## src/rtl/uart_fdc_pkg.sv

```systemverilog
package uart_fdc_pkg;

   typedef enum logic [1:0] {
      TRIG_ONE   = 2'b00,
      TRIG_FOUR  = 2'b01,
      TRIG_EIGHT = 2'b10,
      TRIG_HIGH  = 2'b11
   } trig_sel_e;

   typedef struct packed {
      logic      q_on;
      logic      blk_style;
      trig_sel_e trig;
   } fdc_cfg_t;

   localparam int unsigned CTL_W       = 8;
   localparam int unsigned BIT_QON     = 0;
   localparam int unsigned BIT_RXFLUSH = 1;
   localparam int unsigned BIT_TXFLUSH = 2;
   localparam int unsigned BIT_STYLE   = 3;
   localparam int unsigned TRIG_LSB    = 6;

   function automatic int unsigned trig_entries(trig_sel_e t, int unsigned depth);
      case (t)
         TRIG_ONE:   return 1;
         TRIG_FOUR:  return 4;
         TRIG_EIGHT: return 8;
         default:    return depth - 2;
      endcase
   endfunction

endpackage

```

## src/rtl/fdc_ctrl_reg.sv

```systemverilog
module fdc_ctrl_reg
   import uart_fdc_pkg::*;
(
   input  logic             clk,
   input  logic             rst_n,
   input  logic             wr,
   input  logic [CTL_W-1:0] wdata,
   output fdc_cfg_t         cfg,
   output logic             flush_rx,
   output logic             flush_tx
);

   fdc_cfg_t cfg_q;
   logic     en_bit;
   logic     en_change;

   assign en_bit    = wdata[BIT_QON];
   assign en_change = wr && (en_bit != cfg_q.q_on);

   // flush requests are single-cycle strobes; nothing of them is stored
   assign flush_rx = en_change || (wr && en_bit && wdata[BIT_RXFLUSH]);
   assign flush_tx = en_change || (wr && en_bit && wdata[BIT_TXFLUSH]);

   always_ff @(posedge clk or negedge rst_n) begin
      if (!rst_n) begin
         cfg_q.q_on      <= 1'b0;
         cfg_q.blk_style <= 1'b0;
         cfg_q.trig      <= TRIG_ONE;
      end else if (wr) begin
         cfg_q.q_on <= en_bit;
         if (en_bit) begin
            cfg_q.blk_style <= wdata[BIT_STYLE];
            cfg_q.trig      <= trig_sel_e'(wdata[TRIG_LSB +: 2]);
         end
      end
   end

   assign cfg = cfg_q;

endmodule

```

## src/rtl/fdc_fifo.sv

```systemverilog
module fdc_fifo #(
   parameter int unsigned DATA_W = 8,
   parameter int unsigned DEPTH  = 16,
   localparam int unsigned PTR_W = (DEPTH > 1) ? $clog2(DEPTH) : 1,
   localparam int unsigned CNT_W = $clog2(DEPTH + 1)
) (
   input  logic              clk,
   input  logic              rst_n,
   input  logic              flush,
   input  logic              single,
   input  logic              push,
   input  logic [DATA_W-1:0] din,
   input  logic              pop,
   output logic [DATA_W-1:0] dout,
   output logic [CNT_W-1:0]  count,
   output logic              drop
);

   logic [DATA_W-1:0] mem [DEPTH];
   logic [PTR_W-1:0]  rd_ptr, wr_ptr, rd_nxt, wr_nxt;
   logic [CNT_W-1:0]  cap;
   logic              full, do_push, do_pop;

   assign cap     = single ? CNT_W'(1) : CNT_W'(DEPTH);
   assign full    = (count >= cap);
   assign do_push = push && !full && !flush;
   assign do_pop  = pop && (count != '0) && !flush;
   assign drop    = push && full && !flush;

   generate
      if ((1 << PTR_W) == DEPTH) begin : g_pow2
         assign rd_nxt = rd_ptr + 1'b1;
         assign wr_nxt = wr_ptr + 1'b1;
      end else begin : g_wrap
         assign rd_nxt = (rd_ptr == PTR_W'(DEPTH - 1)) ? '0 : rd_ptr + 1'b1;
         assign wr_nxt = (wr_ptr == PTR_W'(DEPTH - 1)) ? '0 : wr_ptr + 1'b1;
      end
   endgenerate

   always_ff @(posedge clk or negedge rst_n) begin
      if (!rst_n) begin
         rd_ptr <= '0;
         wr_ptr <= '0;
         count  <= '0;
      end else if (flush) begin
         rd_ptr <= '0;
         wr_ptr <= '0;
         count  <= '0;
      end else begin
         if (do_push) wr_ptr <= wr_nxt;
         if (do_pop)  rd_ptr <= rd_nxt;
         case ({do_push, do_pop})
            2'b10:   count <= count + 1'b1;
            2'b01:   count <= count - 1'b1;
            default: count <= count;
         endcase
      end
   end

   always_ff @(posedge clk) begin
      if (do_push) mem[wr_ptr] <= din;
   end

   always_ff @(posedge clk or negedge rst_n) begin
      if (!rst_n)      dout <= '0;
      else if (do_pop) dout <= mem[rd_ptr];
   end

endmodule

```

## src/rtl/fdc_dma_ready.sv

```systemverilog
module fdc_dma_ready
   import uart_fdc_pkg::*;
#(
   parameter int unsigned DEPTH = 16,
   localparam int unsigned CNT_W = $clog2(DEPTH + 1)
) (
   input  fdc_cfg_t         cfg,
   input  logic             rxrdy_sel,
   input  logic [CNT_W-1:0] tx_count,
   input  logic [CNT_W-1:0] rx_count,
   output logic             tx_rdy_n,
   output logic             rx_rdy_n
);

   logic             blk;
   logic [CNT_W-1:0] thresh;
   logic             tx_req, rx_req;

   assign blk    = cfg.q_on && cfg.blk_style;
   assign thresh = CNT_W'(trig_entries(cfg.trig, DEPTH));

   always_comb begin
      if (blk) begin
         tx_req = (tx_count < CNT_W'(DEPTH));
         rx_req = (rx_count >= thresh);
      end else begin
         tx_req = (tx_count == '0);
         rx_req = (rx_count != '0);
      end
   end

   assign tx_rdy_n = !tx_req;
   assign rx_rdy_n = !(rxrdy_sel && rx_req);

endmodule

```

## src/rtl/uart_fifo_dma_ctl.sv

```systemverilog
module uart_fifo_dma_ctl
   import uart_fdc_pkg::*;
#(
   parameter int unsigned DATA_W = 8,
   parameter int unsigned DEPTH  = 16,
   localparam int unsigned CNT_W = $clog2(DEPTH + 1)
) (
   input  logic              clk,
   input  logic              rst_n,
   input  logic              cfg_wr,
   input  logic [7:0]        cfg_wdata,
   input  logic              rxrdy_sel,
   input  logic              host_tx_push,
   input  logic [DATA_W-1:0] host_tx_data,
   input  logic              ser_tx_pop,
   output logic [DATA_W-1:0] ser_tx_data,
   output logic              ser_tx_avail,
   input  logic              ser_rx_push,
   input  logic [DATA_W-1:0] ser_rx_data,
   input  logic              host_rx_pop,
   output logic [DATA_W-1:0] host_rx_data,
   output logic              host_rx_avail,
   output logic              rx_overrun,
   output logic              tx_rdy_n,
   output logic              rx_rdy_n
);

   generate
      if (DEPTH < 10)
         $fatal(1, "DEPTH must be at least 10 so every threshold fits");
      if (DATA_W < 1)
         $fatal(1, "DATA_W must be positive");
   endgenerate

   fdc_cfg_t         cfg;
   logic             flush_rx, flush_tx;
   logic [CNT_W-1:0] tx_cnt, rx_cnt;
   logic             rx_drop, tx_drop_unused;
   logic             q_on;
   logic             ovr_q;

   assign q_on = cfg.q_on;

   fdc_ctrl_reg u_ctl (
      .clk      (clk),
      .rst_n    (rst_n),
      .wr       (cfg_wr),
      .wdata    (cfg_wdata),
      .cfg      (cfg),
      .flush_rx (flush_rx),
      .flush_tx (flush_tx)
   );

   fdc_fifo #(.DATA_W(DATA_W), .DEPTH(DEPTH)) u_txq (
      .clk    (clk),
      .rst_n  (rst_n),
      .flush  (flush_tx),
      .single (!q_on),
      .push   (host_tx_push),
      .din    (host_tx_data),
      .pop    (ser_tx_pop),
      .dout   (ser_tx_data),
      .count  (tx_cnt),
      .drop   (tx_drop_unused)
   );

   fdc_fifo #(.DATA_W(DATA_W), .DEPTH(DEPTH)) u_rxq (
      .clk    (clk),
      .rst_n  (rst_n),
      .flush  (flush_rx),
      .single (!q_on),
      .push   (ser_rx_push),
      .din    (ser_rx_data),
      .pop    (host_rx_pop),
      .dout   (host_rx_data),
      .count  (rx_cnt),
      .drop   (rx_drop)
   );

   fdc_dma_ready #(.DEPTH(DEPTH)) u_rdy (
      .cfg       (cfg),
      .rxrdy_sel (rxrdy_sel),
      .tx_count  (tx_cnt),
      .rx_count  (rx_cnt),
      .tx_rdy_n  (tx_rdy_n),
      .rx_rdy_n  (rx_rdy_n)
   );

   always_ff @(posedge clk or negedge rst_n) begin
      if (!rst_n)        ovr_q <= 1'b0;
      else if (flush_rx) ovr_q <= 1'b0;
      else if (rx_drop)  ovr_q <= 1'b1;
   end

   assign rx_overrun    = ovr_q;
   assign ser_tx_avail  = (tx_cnt != '0);
   assign host_rx_avail = (rx_cnt != '0);

endmodule

```

## config.mk

```make
export PLATFORM = sky130hd
export DESIGN_NAME = uart_fifo_dma_ctl
export DESIGN_NICKNAME = d
export VERILOG_FILES = /design/src/rtl/uart_fdc_pkg.sv /design/src/rtl/fdc_ctrl_reg.sv /design/src/rtl/fdc_fifo.sv /design/src/rtl/fdc_dma_ready.sv /design/src/rtl/uart_fifo_dma_ctl.sv
export SDC_FILE = /design/constraint.sdc
export NUM_CORES = 1
export LEC_CHECK = 0
export CAP_MARGIN = 20
export CORE_UTILIZATION = 50
export CTS_BUF_LIST = sky130_fd_sc_hd__clkbuf_8
export DETAILED_ROUTE_END_ITERATION = 8
export PLACE_DENSITY = 0.69
export SLEW_MARGIN = 40
export SYNTH_ARGS = -nofsm -noshare
export SYNTH_HDL_FRONTEND = slang
export SYNTH_SLANG_ARGS = --single-unit
```

## constraint.sdc

```tcl
create_clock -name clk -period 5.93 [get_ports clk]
set_input_delay 1.186 -clock clk [delete_from_list [all_inputs] [get_ports clk]]
set_output_delay 1.186 -clock clk [all_outputs]
set_load 0.02 [all_outputs]
```

### After elaboration in Yosys (flattened, before gate mapping)

Memory sizes are Yosys's and may differ from the RTL's. A register that Yosys moved wholly into a read port is not among the register bits.
Cells that the tools add are included.
Widths: inputs -> output; s select.

| cells by class | value |
|---|---|
| add/subtract/negate cells | 8 |
| order comparisons | 4 |
| equality and inequality tests | 7 |
| multiplexer cells | 22 |
| reductions and logical operators | 38 |

Operator list:

| operator | count |
|---|---|
| $mux 4 | 8 |
| $pmux 5 s2 | 2 |
| $add 4x1->4 const B | 4 |
| $logic_and 1x1->1 | 16 |
| $mux 5 | 3 |
| $pmux 4 s3 | 1 |
| $add 5x1->5 const B | 2 |
| $ge 5x5->1 | 2 |
| $reduce_bool 2->1 | 5 |
| $reduce_bool 5->1 | 2 |
| $sub 5x1->5 const B | 2 |
| $logic_not 1->1 | 8 |
| $mux 1 | 8 |
| $eq 2x1->1 const B | 3 |
| $eq 2x2->1 const B | 3 |
| $reduce_bool 3->1 | 2 |
| $ge 5x4->1 | 1 |
| $logic_not 5->1 | 1 |
| $lt 5x5->1 const B | 1 |
| $logic_not 2->1 | 1 |
| $logic_or 1x1->1 | 2 |
| $reduce_and 2->1 | 1 |
| $ne 1x1->1 | 1 |

| storage, ports and cells | value |
|---|---|
| flip-flop bits (word level) | 31 |
| RAM bits | 256 |
| memories kept | 2 |

Memory list:

| memory | words | bits a word | read ports | clocked after memory_dff | write ports | line | RTL |
|---|---|---|---|---|---|---|---|
| u_rxq.mem | 16 | 8 | 1 | 1 | 1 | fdc_fifo.sv:19 | `logic [DATA_W-1:0] mem [DEPTH];` |
| u_txq.mem | 16 | 8 | 1 | 1 | 1 | fdc_fifo.sv:19 |  |

### Longest topological paths before layout

| depth | value |
|---|---|
| word-level depth | 8 |
| depth in mapped cells | 13 |
| gate-level depth less buffers | 13 |

### Modules after synthesis

From an unflattened synthesis, not the netlist that was laid out.

| second synthesis, totals | value |
|---|---|
| cell total of the unflattened synthesis | 704 |
| area, all modules | 12721.0 um^2 |

By module, submodules not included:

| module | instances | cells an instance | area an instance (um^2) |
|---|---|---|---|
| fdc_fifo at u_txq | 1 | 328 | 6209.7 |
| fdc_fifo at u_rxq | 1 | 330 | 6129.6 |
| fdc_ctrl_reg | 1 | 15 | 185.2 |
| fdc_dma_ready | 1 | 21 | 135.1 |
| uart_fifo_dma_ctl | 1 | 10 | 61.3 |

### Least setup slack after synthesis

No wires, ideal clock.

| timing path | value |
|---|---|
| path kind | input to register |
| from | input cfg_wdata[0] |
| to | register u_rxq.count[4] |
| setup time | 0.119 ns |
| data arrival time | 3.458 ns |
| setup slack | 2.353 ns |
| stages on the path | 11 |
| path buffers | 1 |
| path through | o21a_1 > o21ai_0 > clkbuf_1 > nand3_1 > inv_1 > ha_1 > nor2b_1 > o21a_1 > or4_2 > and3_1 > o21a_1 |

| between the ends | value |
|---|---|
| longest elaborated chain between the ends | 8 |
| elaborated cells between the ends (all ways) | 13 |
| classes of those cells | eq/ne: 3; mux: 2; reduce/logical: 8 |

RTL lines:

| what | line | RTL |
|---|---|---|
| from (decl) | uart_fifo_dma_ctl.sv:11 | `input logic [7:0] cfg_wdata,` |
| $ne 1x1->1 / $logic_and 1x1->1 (equally long branches) | fdc_ctrl_reg.sv:18, fdc_ctrl_reg.sv:21 |  |
| $logic_and 1x1->1, on equally long branches | fdc_ctrl_reg.sv:18, fdc_ctrl_reg.sv:21 |  |
| $logic_or 1x1->1 (*) | fdc_ctrl_reg.sv:21 | `assign flush_rx = en_change \|\| (wr && en_bit && wdata[BIT_RXFLUSH]);` |
| $logic_not 1->1 | fdc_fifo.sv:26, fdc_fifo.sv:27 |  |
| $logic_and 1x1->1, on equally long branches | fdc_fifo.sv:27, fdc_fifo.sv:26 |  |
| $eq 2x1->1 / $eq 2x2->1 (equally long branches) | fdc_fifo.sv:52 | `case ({do_push, do_pop})` |
| $pmux 5 s2 | fdc_fifo.sv:52 |  |
| $mux 5 | fdc_fifo.sv:45 | `end else if (flush) begin` |
| to (signal assigned) | fdc_fifo.sv:53 | `2'b10: count <= count + 1'b1;` |
| to (signal assigned) | fdc_fifo.sv:54 | `2'b01: count <= count - 1'b1;` |
| to (signal assigned) | fdc_fifo.sv:55 | `default: count <= count;` |
| to (decl) | fdc_fifo.sv:15 | `output logic [CNT_W-1:0] count,` |

Mark *: on every way between the ends. The rest lies on a longest branch, timed or not.
A chain may end at the register's enable or synchronous reset.

### Worst setup path after layout

| timing path | value |
|---|---|
| from | register u_rxq.count[1] |
| to | output rx_rdy_n |

| between the ends | value |
|---|---|
| longest elaborated chain between the ends | 4 |
| elaborated cells between the ends (all ways) | 5 |
| classes of those cells | order compare: 1; mux: 1; reduce/logical: 3 |

RTL lines:

| what | line | RTL |
|---|---|---|
| $ge 5x4->1 / $reduce_bool 5->1 (equally long branches) | fdc_dma_ready.sv:25, fdc_dma_ready.sv:28 |  |
| $mux 1 (*) | fdc_dma_ready.sv:23 | `if (blk) begin` |
| $logic_and 1x1->1 (*) | fdc_dma_ready.sv:33 | `assign rx_rdy_n = !(rxrdy_sel && rx_req);` |
| $logic_not 1->1 (*) | fdc_dma_ready.sv:33 |  |
| to (decl) | uart_fifo_dma_ctl.sv:25 | `output logic rx_rdy_n` |

Marked as above.

==> results.sh <==
export IMPL_critical_path_class="reg -> out"
export IMPL_slew_limit_headroom_pct=48.0
export IMPL_initial_core_util_pct=51.2
export IMPL_ir_worst_vdd_mv=0.214
export IMPL_fmax_ghz=0.256
export IMPL_fin_nets=834
export IMPL_ys_types=50
export IMPL_grt_overflow=0
export IMPL_p_leak_nw=4.90
export IMPL_power_density_nw_per_um2=396
export IMPL_mostFrequentLayoutCell="edfxtp_1"
export IMPL_fp_dieArea_um2=25600
export IMPL_cts_tree="yes"
export IMPL_cts_buffer_depth=3
export IMPL_drv_slew=0
export IMPL_syn_nets=749
export IMPL_syn_inst=691
export IMPL_fin_tns_setup_ps=0
export IMPL_grt_total_usage_pct=19.9
export IMPL_numCtsBuffers=48
export IMPL_cts_resized=0
export IMPL_path_clk_slew_ps=60
export IMPL_die_w_um=160
export IMPL_cpMaxStageDelayCell="clkdlybuf4s50_1"
export IMPL_yosys_most_used_dff="edfxtp_1"
export IMPL_clock_latency_ps=550
export IMPL_finalSetupViolations=0
export IMPL_drt_pass1_iterations=5
export IMPL_num_rows=57
export IMPL_ant_nets=0
export IMPL_path_max_fanout=5
export IMPL_final_cell_mix="256 x edfxtp_1, 64 x mux4_2, 50 x clkbuf_8"
export IMPL_cts_setup_buffers=0
export IMPL_min_path_type="reg -> reg"
export IMPL_grt_pass1_wl_mm=38.6
export IMPL_syn_area_per_cell_um2=18.1
export IMPL_gp_congestion=0.809
export IMPL_drt_iter0_drc=445
export IMPL_required_ps=4740
export IMPL_htreeDepth=2
export IMPL_fin_crit_ps=3910
export IMPL_area_growth_pct=14.1
export IMPL_drive_gt1_share_pct=19.7
export IMPL_seq_area_frac_synth_pct=70.9
export IMPL_async_flop_share_pct=15.5
export IMPL_worst_slew_pin_slew_ps=780
export IMPL_antenna_found_initial=0
export IMPL_n_antenna_cell=0
export IMPL_root_buffer="clkbuf_8"
export IMPL_ctsHoldBuffers=0
export IMPL_cap_violations=0
export IMPL_fin_skew_ps=18.7
export IMPL_critPathLaunchType="flip-flop"
export IMPL_synth_edff_count=256
export IMPL_grt_pass1_vias=6887
export IMPL_ys_ff_latch=303
export IMPL_portBuffers=50
export IMPL_dieHeight_um=160
export IMPL_final_hold_violation_count=0
export IMPL_critPathTopFamily="simple AND/OR/NAND/NOR gates"
export IMPL_clock_sinks=303
export IMPL_power_w=0.00564
export IMPL_hpwlAfterDp_mm=15.7
export IMPL_num_io_pins=53
export IMPL_drc=0
export IMPL_cp_arrival_ps=2730
export IMPL_path_cells="or3_4 -> or3_2 -> o21ai_0 -> a31o_2 -> clkdlybuf4s50_1"
export IMPL_core_um2=24400
export IMPL_status="complete, no violations"
export IMPL_grt_setup_unrepaired="false"
export IMPL_ys_warn_count=0
export IMPL_critical_path_max_stage_delay_ps=590
export IMPL_totalWireLength_mm=24.1
export IMPL_vias=6479
export IMPL_worst_setup_path_end_kind="output pin"
export IMPL_avgViaCountPerCell=5.70
export IMPL_critical_path_buf_inv_count=1
export IMPL_grt_max_degree=48
export IMPL_fin_crit_sh_pct=66.0
export IMPL_syn_area_um2=12500
export IMPL_wl_per_cell_um=21.2
[cells in the mapped netlist, types with 4 or more instances]
master | instances | area (um2)
mux4_2 | 64 | 1440
buf_1 | 5 | 18.8
buf_2 | 6 | 30.0
ha_1 | 24 | 300
nor2_1 | 31 | 116
inv_1 | 25 | 93.8
a21oi_1 | 10 | 50.1
o221ai_1 | 16 | 140
mux2i_1 | 34 | 340
dfrtp_1 | 47 | 1180
nor3_1 | 11 | 55.1
o21a_1 | 5 | 37.5
xnor2_1 | 10 | 87.6
nand2_1 | 34 | 128
nand3_1 | 9 | 45.0
edfxtp_1 | 256 | 7690
and2_1 | 18 | 113
or3_1 | 4 | 25.0
xor2_1 | 7 | 61.3
nand4_1 | 5 | 31.3
o21ai_0 | 7 | 35.0
clkbuf_1 | 19 | 71.3
[worst paths after layout]
check | slack [ps] | depth (start not counted) | from | to
min reg2reg | 490 | 2 | u_txq.dout[6] | u_txq.dout[6]
min in group asynchronous | 740 | 2 | rst_n | u_rxq.dout[5]
min | 490 | 2 | u_txq.dout[6] | u_txq.dout[6]
max reg2reg | 2390 | 13 | u_rxq.count[0] | u_rxq.count[4]
max in group asynchronous | 4680 | 2 | rst_n | u_txq.rd_ptr[1]
max | 2020 | 5 | u_rxq.count[1] | rx_rdy_n
[area by class of cell]
| class | instances | area (um2) |
|---|---|---|
| Multi-Input combinational cell | 333 | 3440 |
| Inverter | 25 | 93.8 |
| Clock inverter | 36 | 153 |
| Clock buffer | 50 | 688 |
| Fill cell | 1801 | 10100 |
| Tap cell | 324 | 405 |
| Sequential cell | 303 | 8870 |
| Timing Repair Buffer | 65 | 608 |
[through the flow]
step / instances / utilization (%) / area (um2) / worst slack (ps) / hold WS, ps
2_1_floorplan: 691 / - / 12500 / 2350 / 470
3_3_place_gp: 1050 / 54.9 / 13400 / 1930 / 469
3_5_place_dp: 1050 / 54.9 / 13400 / 1790 / 479
4_1_cts: 1136 / 58.4 / 14200 / 1980 / 492
5_1_grt: 1136 / 58.4 / 14300 / 1860 / 514
6_report: 1136 / 58.4 / 14300 / 2020 / 493
[power breakdown]
| part | internal [W] | switching [W] | total (W) |
|---|---|---|---|
| clock network | 0.000781 | 0.000760 | 0.00154 |
| registers | 0.00248 | 0.000180 | 0.00266 |
| logic | 0.000694 | 0.000747 | 0.00144 |
| total | 0.00395 | 0.00169 | 0.00564 |
[logic make-up after synthesis]
logic type | share of synthesized area [%]
AO/OA/AOI/OAI | 3.30
adder cells (fa/ha/maj) | 2.72
flip-flops | 70.9
AND/OR/NAND/NOR | 5.47
buffers and inverters | 1.71
multiplexers | 14.5
XOR/XNOR | 1.32
[flip-flops by register name (all words and copies together) (netlist names), 5 cells and up]
register     count
u_rxq.mem      128
u_txq.dout       8
u_txq.mem      128
u_rxq.dout       8
u_rxq.count      5
u_txq.count      5
[routing by layer]
| metal | global-route usage [%] | vias to the layer above | part of all wire [%] |
|---|---|---|---|
| met2 | 33.2 | 206 | 50 |
| li1 | - | 2902 | - |
| met1 | 26.6 | 3318 | 43 |
| met3 | 3.22 | 53 | 4.8 |
| met5 | 0 | - | 0 |
| met4 | 7.01 | 0 | 2.4 |
[worst reg2reg max path, stage by stage, from the launching register on]
cell	delay [ps]
dfrtp_1	480
inv_1	160
ha_1	290
nand2b_1	180
o21ai_0	220
nand3_1	180
nand3_1	180
inv_1	100
ha_1	340
nor2b_1	180
o21a_1	190
or4_2	560
and3_1	210
o21a_1	180
Note: power is estimated with default switching activity, not from simulation.
